===== config.mk =====
export PLATFORM = sky130hd
export DESIGN_NAME = bbram_access_guard
export DESIGN_NICKNAME = d
export VERILOG_FILES = /design/src/rtl/bbg_pkg.sv /design/src/rtl/bbg_sync.sv /design/src/rtl/bbg_decode.sv /design/src/rtl/bbg_batt_guard.sv /design/src/rtl/bbg_store.sv /design/src/rtl/bbram_access_guard.sv
export SDC_FILE = /design/constraint.sdc
export NUM_CORES = 2
export LEC_CHECK = 0
export CAP_MARGIN = 20
export CORE_ASPECT_RATIO = 1.5
export CORE_UTILIZATION = 35
export CTS_BUF_LIST = sky130_fd_sc_hd__clkbuf_4 sky130_fd_sc_hd__clkbuf_8
export CTS_CLUSTER_DIAMETER = 200
export DETAILED_ROUTE_END_ITERATION = 8
export GPL_ROUTABILITY_DRIVEN = 0
export PLACE_DENSITY = 0.49
export SYNTH_ARGS = -nofsm -noshare
export SYNTH_HDL_FRONTEND = slang
export SYNTH_HIERARCHICAL = 1
export SYNTH_SLANG_ARGS = --single-unit

===== constraint.sdc =====
create_clock -name clk -period 4.8 [get_ports clk]
set_clock_uncertainty 0.1 [all_clocks]
set_input_delay 1.2 -clock clk [delete_from_list [all_inputs] [get_ports clk]]
set_output_delay 1.2 -clock clk [all_outputs]
set_load 0.05 [all_outputs]

===== src/rtl/bbg_pkg.sv =====
package bbg_pkg;
  typedef enum logic [1:0] {
    MODE_IDLE  = 2'd0,
    MODE_READ  = 2'd1,
    MODE_WRITE = 2'd2
  } bus_mode_e;
endpackage


===== src/rtl/bbg_sync.sv =====
module bbg_sync #(
  parameter int          W       = 1,
  parameter int          STAGES  = 2,
  parameter logic [W-1:0] RST_VAL = '0
) (
  input  logic         clk,
  input  logic         rst_n,
  input  logic [W-1:0] d,
  output logic [W-1:0] q
);
  logic [STAGES-1:0][W-1:0] stg_q;
  logic [STAGES-1:0][W-1:0] stg_d;

  generate
    if (STAGES == 1) begin : g_single
      always_comb stg_d = d;
    end else begin : g_chain
      always_comb stg_d = {stg_q[STAGES-2:0], d};
    end
  endgenerate

  always_ff @(posedge clk or negedge rst_n) begin
    if (!rst_n) stg_q <= {STAGES{RST_VAL}};
    else        stg_q <= stg_d;
  end

  assign q = stg_q[STAGES-1];
endmodule


===== src/rtl/bbg_decode.sv =====
module bbg_decode
  import bbg_pkg::*;
#(
  parameter int AW = 8,
  parameter int DW = 8
) (
  input  logic          clk,
  input  logic          rst_n,
  input  logic          sel_s,
  input  logic          rd_s,
  input  logic          wr_s,
  input  logic          pg_s,
  input  logic [AW-1:0] addr,
  input  logic [DW-1:0] din,
  output logic          drive_en,
  output logic          commit,
  output logic [AW-1:0] cap_addr,
  output logic [DW-1:0] cap_data
);
  bus_mode_e     mode;
  logic          wr_now;
  logic          wr_prev_q, wr_prev_d;
  logic [AW-1:0] addr_q, addr_d;
  logic [DW-1:0] data_q, data_d;

  // Mode decode; an out-of-tolerance supply forces idle.
  always_comb begin
    mode = MODE_IDLE;
    if (pg_s && !sel_s) begin
      if (!wr_s)      mode = MODE_WRITE;
      else if (!rd_s) mode = MODE_READ;
    end
  end

  assign wr_now = (mode == MODE_WRITE);

  always_comb begin
    wr_prev_d = wr_now;
    addr_d    = addr_q;
    data_d    = data_q;
    if (wr_now) begin
      addr_d = addr;
      data_d = din;
    end
  end

  always_ff @(posedge clk or negedge rst_n) begin
    if (!rst_n) begin
      wr_prev_q <= 1'b0;
      addr_q    <= '0;
      data_q    <= '0;
    end else begin
      wr_prev_q <= wr_prev_d;
      addr_q    <= addr_d;
      data_q    <= data_d;
    end
  end

  // Write condition ended this cycle while supply is still good.
  assign commit   = wr_prev_q && !wr_now && pg_s;
  assign drive_en = (mode == MODE_READ);
  assign cap_addr = addr_q;
  assign cap_data = data_q;
endmodule


===== src/rtl/bbg_batt_guard.sv =====
module bbg_batt_guard (
  input  logic clk,
  input  logic rst_n,
  input  logic pg_s,
  input  logic batt_ok,
  input  logic commit,
  output logic mem_we,
  output logic bad_flag
);
  logic pg_d_q;
  logic flag_q, flag_d;
  logic pg_rise;

  assign pg_rise = pg_s && !pg_d_q;

  always_comb begin
    flag_d = flag_q;
    if (pg_rise)     flag_d = !batt_ok;
    else if (commit) flag_d = 1'b0;
  end

  always_ff @(posedge clk or negedge rst_n) begin
    if (!rst_n) begin
      pg_d_q <= 1'b0;
      flag_q <= 1'b0;
    end else begin
      pg_d_q <= pg_s;
      flag_q <= flag_d;
    end
  end

  assign mem_we   = commit && !flag_q;
  assign bad_flag = flag_q;
endmodule


===== src/rtl/bbg_store.sv =====
module bbg_store #(
  parameter int AW = 8,
  parameter int DW = 8
) (
  input  logic          clk,
  input  logic          we,
  input  logic [AW-1:0] waddr,
  input  logic [DW-1:0] wdata,
  input  logic [AW-1:0] raddr,
  output logic [DW-1:0] rdata
);
  localparam int DEPTH = 1 << AW;
  logic [DW-1:0] mem [DEPTH];

  always_ff @(posedge clk) begin
    if (we) mem[waddr] <= wdata;
  end

  assign rdata = mem[raddr];
endmodule


===== src/rtl/bbram_access_guard.sv =====
module bbram_access_guard #(
  parameter int AW          = 8,
  parameter int DW          = 8,
  parameter int SYNC_STAGES = 2
) (
  input  logic          clk,
  input  logic          rst_n,
  input  logic          sel_n,
  input  logic          rd_en_n,
  input  logic          wr_en_n,
  input  logic [AW-1:0] addr,
  input  logic [DW-1:0] dq_i,
  output logic [DW-1:0] dq_o,
  output logic          dq_oe,
  input  logic          pwr_good,
  input  logic          batt_ok
);
  localparam int NSYNC = 4;
  localparam logic [NSYNC-1:0] SYNC_RST = 4'b1110;

  logic [NSYNC-1:0] raw_v, syn_v;
  logic             sel_s, rd_s, wr_s, pg_s;
  logic             drive_en, commit, mem_we, bad_flag;
  logic [AW-1:0]    cap_addr;
  logic [DW-1:0]    cap_data, rdata;

  assign raw_v = {sel_n, rd_en_n, wr_en_n, pwr_good};

  bbg_sync #(.W(NSYNC), .STAGES(SYNC_STAGES), .RST_VAL(SYNC_RST)) u_sync (
    .clk(clk), .rst_n(rst_n), .d(raw_v), .q(syn_v)
  );

  assign {sel_s, rd_s, wr_s, pg_s} = syn_v;

  bbg_decode #(.AW(AW), .DW(DW)) u_dec (
    .clk(clk), .rst_n(rst_n), .sel_s(sel_s), .rd_s(rd_s), .wr_s(wr_s),
    .pg_s(pg_s), .addr(addr), .din(dq_i), .drive_en(drive_en),
    .commit(commit), .cap_addr(cap_addr), .cap_data(cap_data)
  );

  bbg_batt_guard u_guard (
    .clk(clk), .rst_n(rst_n), .pg_s(pg_s), .batt_ok(batt_ok),
    .commit(commit), .mem_we(mem_we), .bad_flag(bad_flag)
  );

  bbg_store #(.AW(AW), .DW(DW)) u_mem (
    .clk(clk), .we(mem_we), .waddr(cap_addr), .wdata(cap_data),
    .raddr(addr), .rdata(rdata)
  );

  assign dq_oe = drive_en;
  assign dq_o  = drive_en ? rdata : '0;
endmodule


# After elaboration in Yosys (flattened, before gate mapping)
# Memory sizes are Yosys's and may differ from the RTL's.
# Cells that the tools add are included.
# word_totals
regBits	27
mem_bits_rw	2048
input_bits	23
out_inout_bits	9
elab_cells	29
mem_count	1
# classes
eq_ne	2
n_mux	8
reduce_logical	11
# mem_list
name	words	word_bits	rd	rd_ports_with_merged_regs	write_ports	line	text
u_mem.mem	256	8	1	0	1	bbg_store.sv:13	logic [DW-1:0] mem [DEPTH];
# op_table
cell	count
2-to-1 mux 8 bit	1
logical AND 1 bit	5
logical NOT 1 bit	5
2-to-1 mux 1 bit	5
2-to-1 mux 2 bit	2
== test 2 x 1 -> 1 bit (second input constant)	1
== test 2 bit (second input constant)	1
nonzero test 2 bit	1

# Depth between registers and ports, before layout
# depth
ltp_word	10
ltp_mapped	12
ltp_nobuf	7

# Modules after synthesis
# The synthesis kept the hierarchy.
# by_module_without_submodules
module	instances	cells_per_inst	area_each_um2	seq_area_each_um2
bbg_store	1	3725	79396.1	61499.0
bbg_decode	1	37	698.2	425.4
bbg_sync	1	8	207.7	207.7
bbg_batt_guard	1	6	78.8	50.0
bbram_access_guard	1	8	50.0	0.0

# Worst setup path after synthesis
# OpenSTA, ideal clock, no wires.
# synth_timing
kind	input to output
from	input port addr[0]
to	output port dq_o[2]
arrival_time_ps	3337
t_required_ps	3500
slack_ps	163
path_stages	10
path_buffers	4
cell_sequence	buf_6 > buf_12 > buf_8 > buf_2 > mux4_2 > a22oi_1 > a21oi_1 > nor4_1 > nor4_2 > and2_1
# synth_between
elab_chain_cells	2
# synth_rtl
element	line	text
start: declaration	bbram_access_guard.sv:11	input logic [AW-1:0] addr,
memory (256 x 8 bit)	-	
via rdata[2]	bbram_access_guard.sv:25	logic [DW-1:0] cap_data, rdata;
2-to-1 mux 8 bit	bbram_access_guard.sv:52	assign dq_o = drive_en ? rdata : '0;
end: declaration	bbram_access_guard.sv:13	output logic [DW-1:0] dq_o,
# The timed path passes the listed nets, and every way through them passes these cells.

# Final worst setup path
# layout_timing
from	input port addr[0]
to	output port dq_o[0]
# The elaborated chain is that of the path after synthesis.

==> flow_metrics.py <==
metrics = {
    "timing": {
        "max_freq_ghz": 0.195,
        "finalCriticalPeriod_ns": 5.14,
        "slew_headroom_pct": 30.9,
        "finalCritPeriodShare_pct": 107,
        "setup_ws_ns": -0.341,
        "grt_setup_unrepaired": "yes",
        "finalSetupViolCount": 8,
        "whs_ns": 0.250,
        "finalMaxSlewViolations": 0,
        "hold_violations": 0,
        "max_slew.worst_pin.slew_ns": 1.04,
    },
    "worst_setup_path": {
        "start_kind": "primary input",
        "criticalPathCategory": "primary input to primary output",
        "cp_data_arrival_time_ns": 3.84,
        "required_ns": 3.50,
        "worstPathMaxFanout": 8,
        "end_kind": "primary output",
    },
    "logic_synthesis": {
        "syn_area_per_cell_um2": 21.3,
        "synth-main-ff-cell": "edfxtp_1",
        "async_flop_share_pct": 1.30,
        "synthesis.area_mm2": 0.0804,
        "synth_edf_count": 2048,
        "synth_seq_cells": 2075,
        "yosysWarnings": 6,
        "synth_cell_types": 60,
        "syn_inst": 3784,
        "ys_seq_area_share_pct": 77.3,
        "syn_nets": 3807,
    },
    "cts": {
        "clock_latency_ns": 0.96,
        "tritoncts.num_buffers": 308,
        "clk_root_buffer_cell": "clkbuf_8",
        "clockBufferDepth": 4,
        "clock-sinks": 2075,
        "clk_pin_slew_ns": 0.06,
        "cts_tree": "built",
        "ctsHtreeMaxLevel": 5,
    },
    "grt": {
        "grt_pass1_wl_um": 322000,
        "grt_pass1_vias": 43100,
        "grt_use_total_pct": 19.4,
        "grt-ovfl-total": 0,
        "antenna_found_initial": 8,
        "grt_max_degree": 138,
    },
    "detailed_routing": {
        "wl_per_cell_um": 29.4,
        "drtIter0Drc": 3323,
        "antenna_left": 0,
        "drc": 0,
        "vias": 40900,
        "dr.pass1.iters": 5,
        "vias_per_cell": 5.30,
        "wl_um": 227000,
    },
    "outcome": {
        "violations": "setup timing",
        "status": "finished, violations left",
    },
    "layout": {
        "drive_gt1_share_pct": 36.1,
        "final_nets": 4475,
        "instances_no_fill": 7725,
        "nFillCells": 20400,
        "syn_to_final_growth_pct": 19.3,
    },
    "pwr": {
        "power_density_mw_per_mm2": 399,
        "peakVddDrop_uv": 328,
        "fin_total_pwr_mw": 38.3,
        "leakagePower_nw": 30.4,
    },
    "worst_hold_path": {
        "min_path_type": "flip-flop to flip-flop",
    },
    "flow_run": {
        "drv_cap": 0,
    },
    "die": {
        "core_mm2": 0.229,
        "rows": 215,
        "fp.dieArea_mm2": 0.232,
        "die_h_um": 589,
        "ioPinCount": 32,
        "initial_core_util_pct": 35.2,
        "die_w_um": 393,
    },
    "placement": {
        "dp_hpwl_um": 145000,
        "place_inst": 7112,
        "portBuffers": 31,
    },
}
metal layers:
layer	share of wire, %	global-route usage [%]	routed length [um]	vias to the layer above
li1	-	-	-	17300
met1	38	23.0	86500	22100
met2	53	34.9	121000	1217
met3	4.6	2.89	10400	393
met4	4.2	8.05	9580	0
met5	0	0	0	-
kinds of logic after synthesis:
| family | share of synthesized area, % |
|---|---|
| flip-flops | 77.3 |
| buffers and inverters | 1.84 |
| AND/OR/NAND/NOR | 2.72 |
| multiplexers | 14.7 |
| AO/OA/AOI/OAI | 3.39 |
registers in the layout (all words and copies together) (netlist names):
signal,count
u_mem/mem,2048
u_guard/pg_d_q,1
u_guard/bad_flag,1
u_dec/cap_addr,8
u_dec/wr_prev_q,1
u_sync/stg_d,4
u_dec/cap_data,8
u_sync/q,4
path summary, 6_finish.rpt:
kind	startpoint	endpoint	slack, ns	cells after the start
max in group asynchronous	rst_n	u_dec/cap_data[7]$_DFFE_PN0N_	3.69	1
worst min-delay path	u_sync/stg_d[4]$_DFF_PN0_	u_sync/q[0]$_DFF_PN0_	0.25	0
worst min register to register	u_sync/stg_d[4]$_DFF_PN0_	u_sync/q[0]$_DFF_PN0_	0.25	0
worst max-delay path	addr[0]	dq_o[0]	-0.34	13
worst max register to register	u_sync/q[1]$_DFF_PN1_	u_mem/mem[72][7]$_DFFE_PP_	0.84	5
min in group asynchronous	rst_n	u_dec/cap_data[1]$_DFFE_PN0N_	0.27	1
critical path: stages:
cell and delay [ns]:
buf_16 0.18, buf_16 0.18, buf_8 0.10, buf_4 0.12, mux4_2 0.50, mux4_2 0.56, nor2_4 0.15, a2111oi_4 0.07
nor3_4 0.17, buf_6 0.17, nor4_4 0.07, and2_1 0.15, buf_6 0.15
timing repair:
item | CTS | global route
gates cloned | 11 | 3
gates resized for setup | 194 | 82
pin swaps | 37 | 36
hold buffers | 0 | 0
setup endpoints to repair | 8 | 8
buffers inserted | 28 | 32
through the flow:
stage | worst slack, ns | TNS (ns) | area [um2] | util [%]
2_1_floorplan | 0.163 | 0 | 80400 | -
3_3_place_gp | -1.34 | -8.48 | 87900 | 38.4
3_5_place_dp | -1.30 | -8.32 | 87900 | 38.4
4_1_cts | -0.383 | -2.76 | 95300 | 41.7
5_1_grt | -0.380 | -2.83 | 96000 | 42.0
6_report | -0.341 | -2.50 | 96000 | 42.0
synth_stat cells, types with 3 or more instances:
cell	count	share of area (%)
dfrtp_1	21	0.65
mux2_2	8	0.11
nor4_2	3	0.047
o22ai_1	28	0.22
buf_4	27	0.25
o32ai_1	4	0.044
o22a_1	5	0.054
o221ai_1	46	0.50
mux2i_1	135	1.7
o211ai_1	10	0.093
mux4_2	454	13
nor4_1	24	0.19
clkbuf_1	111	0.52
a211oi_1	16	0.15
buf_1	22	0.10
nand4_1	10	0.078
nand2b_1	10	0.078
nor2_1	282	1.3
o21ai_0	10	0.062
nand3_1	34	0.21
buf_6	21	0.29
a22o_1	8	0.087
a221oi_1	13	0.14
nor3_1	22	0.14
a22oi_1	133	1.2
mux2_4	9	0.17
buf_2	31	0.19
and2_1	14	0.11
dfstp_2	6	0.20
nand2_1	33	0.15
buf_8	13	0.24
buf_12	9	0.22
nor2b_1	32	0.25
or2_2	4	0.031
a21oi_1	96	0.60
edfxtp_1	2048	76
where the power goes:
part | switching, mW | internal, mW | total [mW] | leakage, nW
Combinational | 2.03 | 1.10 | 3.13 | 8.59
Sequential | 0.321 | 20.8 | 21.1 | 18.7
Clock | 6.73 | 7.34 | 14.1 | 3.09
Total | 9.08 | 29.2 | 38.3 | 30.4
cell usage in the layout (no fill, tap or decap), types with 37 or more instances in the layout:
cell,instances
a21oi_1,76
a22oi_1,111
buf_12,76
buf_4,427
clkbuf_4,91
clkbuf_8,318
clkinv_1,82
edfxtp_1,2048
mux2i_1,131
mux4_2,455
nor2_1,271
o221ai_1,37
cell type report:
| type | count | area [um2] | area share [%] |
|---|---|---|---|
| antenna | 4 | 10.0 | 0.0104 |
| clock inverter | 132 | 817 | 0.851 |
| sequential | 2075 | 62200 | 64.8 |
| tap | 3038 | 3800 | 3.96 |
| timing repair buffer | 592 | 6210 | 6.47 |
| multi-input combinational | 1473 | 17800 | 18.6 |
| clock buffer | 409 | 5060 | 5.27 |
| inverter | 2 | 7.51 | 0.00782 |
(Power assumes the default switching activity.)
